`src/rtl/cap_chan_pkg.sv`:
```
package cap_chan_pkg;

  typedef enum logic [1:0] {
    EDGE_NONE = 2'b00,
    EDGE_RISE = 2'b01,
    EDGE_FALL = 2'b10,
    EDGE_BOTH = 2'b11
  } edgeMode_e;

  typedef enum logic [1:0] {
    SRC_A    = 2'b00,
    SRC_B    = 2'b01,
    SRC_LOW  = 2'b10,
    SRC_HIGH = 2'b11
  } srcSel_e;

  // strobes from control to datapath
  typedef struct packed {
    logic capture;  // copy the count this edge
    logic latchIn;  // compare-equal latch request
    logic condIn;   // conditioned input level this cycle
  } capStrobes_t;

endpackage

```
`src/rtl/cap_chan_ctrl.sv`:
```
module cap_chan_ctrl
  import cap_chan_pkg::*;
#(
  parameter int SYNC_DEPTH = 2
) (
  input  logic        clk,
  input  logic        rstN,
  input  logic        srcA,
  input  logic        srcB,
  input  logic [1:0]  srcSel,
  input  logic        syncEn,
  input  logic [1:0]  edgeMode,
  input  logic        equEvent,
  output logic        inLevel,
  output capStrobes_t strb
);

  localparam int LAST = SYNC_DEPTH - 1;

  logic                  selIn;
  logic [SYNC_DEPTH-1:0] stageQ;
  logic                  condIn;
  logic                  prevIn;
  logic                  riseDet;
  logic                  fallDet;
  logic                  capHit;

  always_comb begin
    unique case (srcSel_e'(srcSel))
      SRC_A:    selIn = srcA;
      SRC_B:    selIn = srcB;
      SRC_LOW:  selIn = 1'b0;
      default:  selIn = 1'b1;
    endcase
  end

  assign inLevel = selIn;

  // stage 0 is the single-register path, the last stage the synchronized one
  generate
    for (genvar i = 0; i < SYNC_DEPTH; i++) begin : g_stage
      if (i == 0) begin : g_first
        always_ff @(posedge clk) begin
          if (!rstN) stageQ[0] <= 1'b0;
          else       stageQ[0] <= selIn;
        end
      end else begin : g_next
        always_ff @(posedge clk) begin
          if (!rstN) stageQ[i] <= 1'b0;
          else       stageQ[i] <= stageQ[i-1];
        end
      end
    end
  endgenerate

  assign condIn = syncEn ? stageQ[LAST] : stageQ[0];

  always_ff @(posedge clk) begin
    if (!rstN) prevIn <= 1'b0;
    else       prevIn <= condIn;
  end

  assign riseDet = condIn & ~prevIn;
  assign fallDet = ~condIn & prevIn;

  always_comb begin
    unique case (edgeMode_e'(edgeMode))
      EDGE_RISE: capHit = riseDet;
      EDGE_FALL: capHit = fallDet;
      EDGE_BOTH: capHit = riseDet | fallDet;
      default:   capHit = 1'b0;
    endcase
  end

  assign strb.capture = capHit;
  assign strb.latchIn = equEvent;
  assign strb.condIn  = condIn;

  AST_CAP_NEEDS_CHANGE: assert property (@(posedge clk) disable iff (!rstN)
    strb.capture |-> (strb.condIn != $past(strb.condIn)));

  AST_LOW_SOURCE: assert property (@(posedge clk) disable iff (!rstN)
    (srcSel == 2'b10) |-> !inLevel);

endmodule

```
`src/rtl/cap_chan_dp.sv`:
```
module cap_chan_dp
  import cap_chan_pkg::*;
#(
  parameter int CNT_W = 16
) (
  input  logic             clk,
  input  logic             rstN,
  input  logic [CNT_W-1:0] count,
  input  capStrobes_t      strb,
  input  logic             clrFlag,
  input  logic             clrOvf,
  output logic [CNT_W-1:0] capValue,
  output logic             capFlag,
  output logic             ovfFlag,
  output logic             inLatched
);

  always_ff @(posedge clk) begin
    if (!rstN) begin
      capValue  <= '0;
      capFlag   <= 1'b0;
      ovfFlag   <= 1'b0;
      inLatched <= 1'b0;
    end else begin
      if (strb.capture) begin
        capValue <= count;
        capFlag  <= 1'b1;
      end else if (clrFlag) begin
        capFlag  <= 1'b0;
      end
      if (strb.capture && capFlag) ovfFlag <= 1'b1;
      else if (clrOvf)             ovfFlag <= 1'b0;
      if (strb.latchIn) inLatched <= strb.condIn;
    end
  end

  AST_CAP_LOADS_COUNT: assert property (@(posedge clk) disable iff (!rstN)
    strb.capture |=> (capValue == $past(count)));

  AST_CAP_SETS_FLAG: assert property (@(posedge clk) disable iff (!rstN)
    strb.capture |=> capFlag);

  AST_FLAG_CLEARS: assert property (@(posedge clk) disable iff (!rstN)
    (clrFlag && !strb.capture) |=> !capFlag);

  AST_OVF_SET: assert property (@(posedge clk) disable iff (!rstN)
    (strb.capture && capFlag) |=> ovfFlag);

  AST_OVF_STICKY: assert property (@(posedge clk) disable iff (!rstN)
    (ovfFlag && !clrOvf) |=> ovfFlag);

  AST_VALUE_HOLDS: assert property (@(posedge clk) disable iff (!rstN)
    !strb.capture |=> $stable(capValue));

endmodule

```
`src/rtl/capture_channel.sv`:
```
module capture_channel
  import cap_chan_pkg::*;
#(
  parameter int CNT_W      = 16,
  parameter int SYNC_DEPTH = 2
) (
  input  logic             clk,
  input  logic             rstN,
  input  logic [CNT_W-1:0] count,
  input  logic             srcA,
  input  logic             srcB,
  input  logic [1:0]       srcSel,
  input  logic             syncEn,
  input  logic [1:0]       edgeMode,
  input  logic             equEvent,
  input  logic             irqEn,
  input  logic             clrFlag,
  input  logic             clrOvf,
  output logic [CNT_W-1:0] capValue,
  output logic             capFlag,
  output logic             ovfFlag,
  output logic             irq,
  output logic             inLevel,
  output logic             inLatched
);

  capStrobes_t strb;

  cap_chan_ctrl #(.SYNC_DEPTH(SYNC_DEPTH)) u_ctrl (
    .clk      (clk),
    .rstN     (rstN),
    .srcA     (srcA),
    .srcB     (srcB),
    .srcSel   (srcSel),
    .syncEn   (syncEn),
    .edgeMode (edgeMode),
    .equEvent (equEvent),
    .inLevel  (inLevel),
    .strb     (strb)
  );

  cap_chan_dp #(.CNT_W(CNT_W)) u_dp (
    .clk       (clk),
    .rstN      (rstN),
    .count     (count),
    .strb      (strb),
    .clrFlag   (clrFlag),
    .clrOvf    (clrOvf),
    .capValue  (capValue),
    .capFlag   (capFlag),
    .ovfFlag   (ovfFlag),
    .inLatched (inLatched)
  );

  assign irq = capFlag & irqEn;

  AST_IRQ_NEEDS_EN: assert property (@(posedge clk) disable iff (!rstN)
    irq |-> (irqEn && capFlag));

endmodule

```
`config.mk`:
```
export PLATFORM = sky130hd
export DESIGN_NAME = capture_channel
export DESIGN_NICKNAME = d
export VERILOG_FILES = /design/src/rtl/cap_chan_pkg.sv /design/src/rtl/cap_chan_ctrl.sv /design/src/rtl/cap_chan_dp.sv /design/src/rtl/capture_channel.sv
export SDC_FILE = /design/constraint.sdc
export NUM_CORES = 1
export LEC_CHECK = 0
export ABC_AREA = 1
export CAP_MARGIN = 20
export CORE_MARGIN = 3
export CORE_UTILIZATION = 50
export DETAILED_ROUTE_END_ITERATION = 10
export DONT_BUFFER_PORTS = 1
export PLACE_DENSITY = 0.63
export SYNTH_ARGS = -nofsm -noshare
export SYNTH_HDL_FRONTEND = slang
export SYNTH_SLANG_ARGS = --single-unit
export TNS_END_PERCENT = 1
```
`constraint.sdc`:
```
create_clock -name clk -period 3.7 [get_ports clk]
set_clock_uncertainty 0.2 [all_clocks]
set_input_delay 0.74 -clock clk [delete_from_list [all_inputs] [get_ports clk]]
set_output_delay 0.74 -clock clk [all_outputs]
set_load 0.1 [all_outputs]
```
==> flow_summary.yaml, run 1 <==
run_status:
  status: "completed"
timing:
  min_period_ns: 2.59
  holdWs_ns: 0.228
  relSlewSlack_pct: 34.5
  post-route-period-util_pct: 70.1
  slew_viol_final: 0
  finalHoldViolCount: 0
  setup_viol: 0
  worstMarginPinSlew_ns: 0.981
  rsz0062_at_grt: "no"
  max_freq_ghz: 0.386
  tns_ns: 0
cts:
  cts.sinks: 22
  cts_resized: 0
  cts.path.max_buffers: 2
  clkLatencyLatePin_ns: 0.30
  h-tree-depth: 1
  postCtsSetupRepairBufs: 0
  cts_tree: "done"
  cts_buffers: 3
  clk_pin_slew_ns: 0.13
  clock-root-buffer: "clkbuf_4"
  ctsHoldBuffers: 0
logic_synthesis:
  yosysMostFrequentCell: "nand2_1"
  synth_top_area_share_pct: 44.2
  netlist_instances: 149
  ys.flop_type: "dfxtp_1"
  synth_common_cells: "nand2_1 (45), nor2_1 (35), inv_1 (28)"
  syn-num-nets: 180
  async_flop_share_pct: 0
  netlist_area_sq_um: 996
  synth.distinct_cells: 15
  syn_avg_cell_area_sq_um: 6.68
  netlist_top_cells_area: "dfxtp_1 (44%), nand2_1 (17%), nor2_1 (13%)"
  synth_top_area_cell: "dfxtp_1"
  yosys_warnings: 0
  ys_seq_area_share_pct: 44.2
  synth-edff-count: 0
  ys_ff_latch: 22
critical_path:
  required_ns: 2.76
  rrSetupSlack_ns: 1.98
  r2r_end: "u_dp.capFlag"
  start_kind: "flip-flop"
  end_kind: "output pin"
  arrival_ns: 1.65
  worstPathMaxFanout: 4
  worst-setup-path-type: "flip-flop to output pin"
  r2r_cells: 8
  worstReg2RegStart: "u_ctrl.stageQ[0]"
route:
  remaining_drc_errors: 0
  dr.pass1.iters: 2
  viasPerCell: 4.48
  wl_per_cell_um: 10.1
  vias: 779
  drt-total-wl_mm: 1.75
  initialDrtViolationCount: 5
  ant_nets: 0
min_path:
  min_path_cells: 2
  hp-class: "flip-flop to flip-flop"
  holdPathEnd: "u_ctrl.stageQ[1]"
  hold_path.startpoint: "u_ctrl.stageQ[0]"
power_and_ir_drop:
  irDropWorstVdd_v: 0.000341
  switching_share_pct: 37.4
  p_per_area_nw_per_um2: 585
  p_switching_w: 0.000229
  p_int_w: 0.000383
  clock_power_share_pct: 29.7
  p_leak_nw: 0.559
  power_frac_seq_pct: 59.9
  power_frac_comb_pct: 10.4
floorplan:
  die_w_um: 50.6
  initial_core_util_pct: 55.3
  dieArea_sq_um: 2560
  core_sq_um: 1800
  ios: 50
  die_h_um: 50.6
  row_count: 15
finish:
  drive_above_1_share_pct: 6.04
  fin_area_sq_um: 1050
  antenna_cells: 0
  fin_nets: 181
  fillCellCount: 191
  area_growth_syn_to_layout_pct: 5.02
  final_util_pct: 58.1
placement:
  portBuffers: 0
  gp_congestion: 0.737
  dpl_cell_area_sq_um: 993
  hpwl_mm: 1.32
global_routing:
  antenna_found_initial: 0
  overflow: 0
  grt_pass1_wl_mm: 2.93
  grt_usage_pct: 15.0
  grt_pass1_vias: 738
  grt_max_degree: 34
flow_run:
  cap_violations: 0
-- stage by stage --
step | cells | power, W | setup WS (ns)
final | 174 | 0.000612 | 1.11
after floorplan | 149 | 0.000434 | 1.07
after CTS | 174 | 0.000622 | 1.09
after global placement | 170 | 0.000434 | 1.21
after detailed placement | 170 | 0.000437 | 1.20
after global routing | 174 | 0.000639 | 1.05
-- critical path: stages, from the launching register on --
cell and delay (ns):
dfxtp_1 0.35, buf_4 0.30, nand2_1 0.08, inv_1 0.61
-- flip-flops by register name (all words and copies together) (netlist names) --
register and flops:
u_dp.capFlag 1, u_ctrl.stageQ 2, u_dp.capValue 16, u_dp.inLatched 1, u_ctrl.prevIn 1, u_dp.ovfFlag 1
-- worst max path at each step --
stage,start,slack (ns),cells past startpoint,end
2_1_floorplan,u_dp.capFlag,1.07,2,irq
3_3_place_gp,srcSel[1],1.21,3,inLevel
3_5_place_dp,srcSel[1],1.20,3,inLevel
4_1_cts,u_dp.capFlag,1.09,3,irq
5_1_grt,u_dp.capFlag,1.05,3,irq
6_report,u_dp.capFlag,1.11,3,irq
-- layout by cell type (no fill, tap or decap) --
cell type / n
ha_1: 2
nand3_2: 2
buf_4: 1
nand3_4: 1
inv_2: 1
a21oi_1: 2
o21ai_0: 1
inv_1: 28
nand2_1: 45
o21ai_1: 1
clkbuf_4: 3
o211ai_1: 1
nor2_1: 35
bufinv_16: 1
dfxtp_1: 22
nand3_1: 3
-- layout make-up --
type                       count  area, sq um  area share, %
tap                           25         31.3           2.99
clock inverter                 1         30.0           2.87
clock buffer                   3         22.5           2.15
sequential                    22          440           42.1
inverter                      29          109           10.4
multi-input combinational     93          405           38.8
timing repair buffer           1         7.51          0.718
-- cells by family (layout without fill, tap and decap cells) --
logic type	Yosys count	count (layout)	share of synthesized area, %
buffers and inverters	34	34	15.1
DFF	22	22	44.2
AOI/OAI and AO/OA	5	5	2.76
adders and majority gates	2	2	2.51
and+or+nand+nor	86	86	35.4
-- layer usage --
metal  track usage (%)  wire [um]
met3              5.64        149
met1              14.2        750
met2              28.3        835
met4              6.73         17
met5                 0          0
-- power groups by stage --
stage | clock network [W] | registers [W] | logic (W)
global placement | 0 | 0.000372 | 0.0000620
detailed placement | 0 | 0.000373 | 0.0000644
CTS | 0.000189 | 0.000367 | 0.0000646
global route | 0.000195 | 0.000369 | 0.0000754
finish | 0.000182 | 0.000367 | 0.0000636
floorplan | 0 | 0.000375 | 0.0000592
(Power assumes the default switching activity.)
==> inputs of run 2 (changes only) <==
==> constraint.sdc (replaced) <==
create_clock -name clk -period 2.4 [get_ports clk]
set_clock_uncertainty 0.2 [all_clocks]
set_input_delay 0.48 -clock clk [delete_from_list [all_inputs] [get_ports clk]]
set_output_delay 0.48 -clock clk [all_outputs]
set_load 0.1 [all_outputs]
==> flow_summary.yaml, run 2 (same netlist as run 1, synthesis figures left out) <==
run_status:
  status: "completed"
global_routing:
  overflow: 0
  met1_usage_pct: 16.0
  grt_usage_pct: 14.9
  grt_pass1_wl_mm: 2.93
  met3_usage_pct: 5.64
  met2_usage_pct: 27.0
  grt_pass1_vias: 738
  grt_max_degree: 34
  antenna_found_initial: 0
  grt_busiest_layer: "met2"
timing:
  max_freq_ghz: 0.566
  post-route-period-util_pct: 73.7
  min_period_ns: 1.77
  relSlewSlack_pct: 76.7
  finalHoldViolCount: 0
  worstMarginPinSlew_ns: 0.349
  rsz0062_at_grt: "no"
  slew_viol_final: 0
  tns_ns: 0
  setup_viol: 0
route:
  remaining_drc_errors: 0
  vias: 848
  dr.pass1.iters: 4
  ant_nets: 0
  viasPerCell: 4.37
  drt-total-wl_mm: 1.88
  wl_per_cell_um: 9.69
  initialDrtViolationCount: 10
floorplan:
  ios: 50
  row_count: 15
  core_sq_um: 1800
  die_h_um: 50.6
  die_w_um: 50.6
  initial_core_util_pct: 55.3
  dieArea_sq_um: 2560
min_path:
  min_path_cells: 2
  hp-class: "primary input to flip-flop"
critical_path:
  start_kind: "flip-flop"
  rrSetupSlack_ns: 0.63
  r2r_end: "u_dp.capFlag"
  worstReg2RegStart: "u_ctrl.stageQ[0]"
  crit_slowest_cell: "dfxtp_1"
  startpoint: "u_ctrl.stageQ[0]"
  arrival_ns: 1.77
  worstPathMaxFanout: 33
  critPathCapture: "u_dp.capFlag"
  required_ns: 2.40
  r2r_cells: 8
  worst-setup-path-type: "flip-flop to flip-flop"
  path_cells: "nand2_1, nand2_1, ha_1, inv_1, nand3_1, nand3_4, o21ai_1, inv_1"
  end_kind: "flip-flop"
  cp_slowest_stage_delay_ns: 0.33
finish:
  fin_nets: 201
  largest-register: "u_dp.capValue"
  seq_area_sq_um: 440
  fillCellCount: 169
  drive_above_1_share_pct: 17.2
  final_common_cell: "nand2_1"
  largest_reg_flops: 16
  layout_common_cells: "nand2_1 (45), nor2_1 (35), inv_1 (28)"
  reg.largest.list: "u_dp.capValue x16, u_ctrl.stageQ x2"
  area_growth_syn_to_layout_pct: 19.7
  antenna_cells: 0
  multi_input_comb_area_sq_um: 405
cts:
  ctsHoldBuffers: 0
  h-tree-depth: 1
  cts_resized: 0
  clock-root-buffer: "clkbuf_4"
  cts_tree: "done"
  cts.sinks: 22
  postCtsSetupRepairBufs: 0
  cts.path.max_buffers: 2
  clk_pin_slew_ns: 0.12
  cts_buffers: 3
  clkLatencyLatePin_ns: 0.29
power_and_ir_drop:
  irDropWorstVdd_v: 0.000445
  p_leak_nw: 0.661
  p_per_area_nw_per_um2: 754
  p_total_w: 0.000899
placement:
  gp_congestion: 0.679
  portBuffers: 0
  hpwl_mm: 1.41
flow_run:
  cap_violations: 0
[run 2: how the worst min path moves through the flow]
stage / start / endpoint
after floorplan: u_ctrl.stageQ[0] / u_ctrl.stageQ[1]
after global placement: u_ctrl.stageQ[0] / u_ctrl.stageQ[1]
after detailed placement: u_ctrl.stageQ[0] / u_ctrl.stageQ[1]
after CTS: rstN / u_ctrl.stageQ[1]
after global routing: rstN / u_dp.capValue[12]
final: rstN / u_dp.capValue[6]
[run 2: layout make-up]
| type | count | area share, % |
|---|---|---|
| clock buffers | 4 | 3.04 |
| inverters | 29 | 9.13 |
| multi-input cells | 93 | 34.0 |
| flip-flops and latches | 22 | 36.9 |
| well taps | 25 | 2.62 |
| repair buffers | 21 | 14.3 |
[run 2: report_power, final]
group | total [W] | leakage (nW) | switching [W] | internal (W)
registers | 0.000400 | 0.180 | 0.00000889 | 0.000391
clock network | 0.000198 | 0.0210 | 0.000105 | 0.0000923
logic | 0.000302 | 0.460 | 0.000240 | 0.0000621
[run 2: routing by layer]
layer | wire length, um | up-vias | share of wire [%]
li1 | - | 466 | -
met1 | 820 | 350 | 44
met2 | 882 | 30 | 47
met3 | 164 | 2 | 8.7
met4 | 12 | 0 | 0.64
met5 | 0 | - | 0
[run 2: worst max-delay path: cells and delay by family (launching register included)]
family	cells	cell delay, ns
AND/OR/NAND/NOR	4	0.55
buffers and inverters	2	0.10
AO/OA/AOI/OAI	1	0.23
adder cells (fa/ha/maj)	1	0.27
flip-flops	1	0.33
[run 2: per-stage QoR]
stage | area [sq um] | hold slack [ns] | util (%) | instances | worst slack [ns]
2_1_floorplan | 996 | 0.207 | - | 149 | 0.0330
3_3_place_gp | 1160 | 0.213 | 64.2 | 190 | 0.541
3_5_place_dp | 1160 | 0.228 | 64.2 | 190 | 0.474
4_1_cts | 1190 | 0.0711 | 66.2 | 194 | 0.622
5_1_grt | 1190 | 0.0564 | 66.2 | 194 | 0.500
6_report | 1190 | 0.0829 | 66.2 | 194 | 0.632
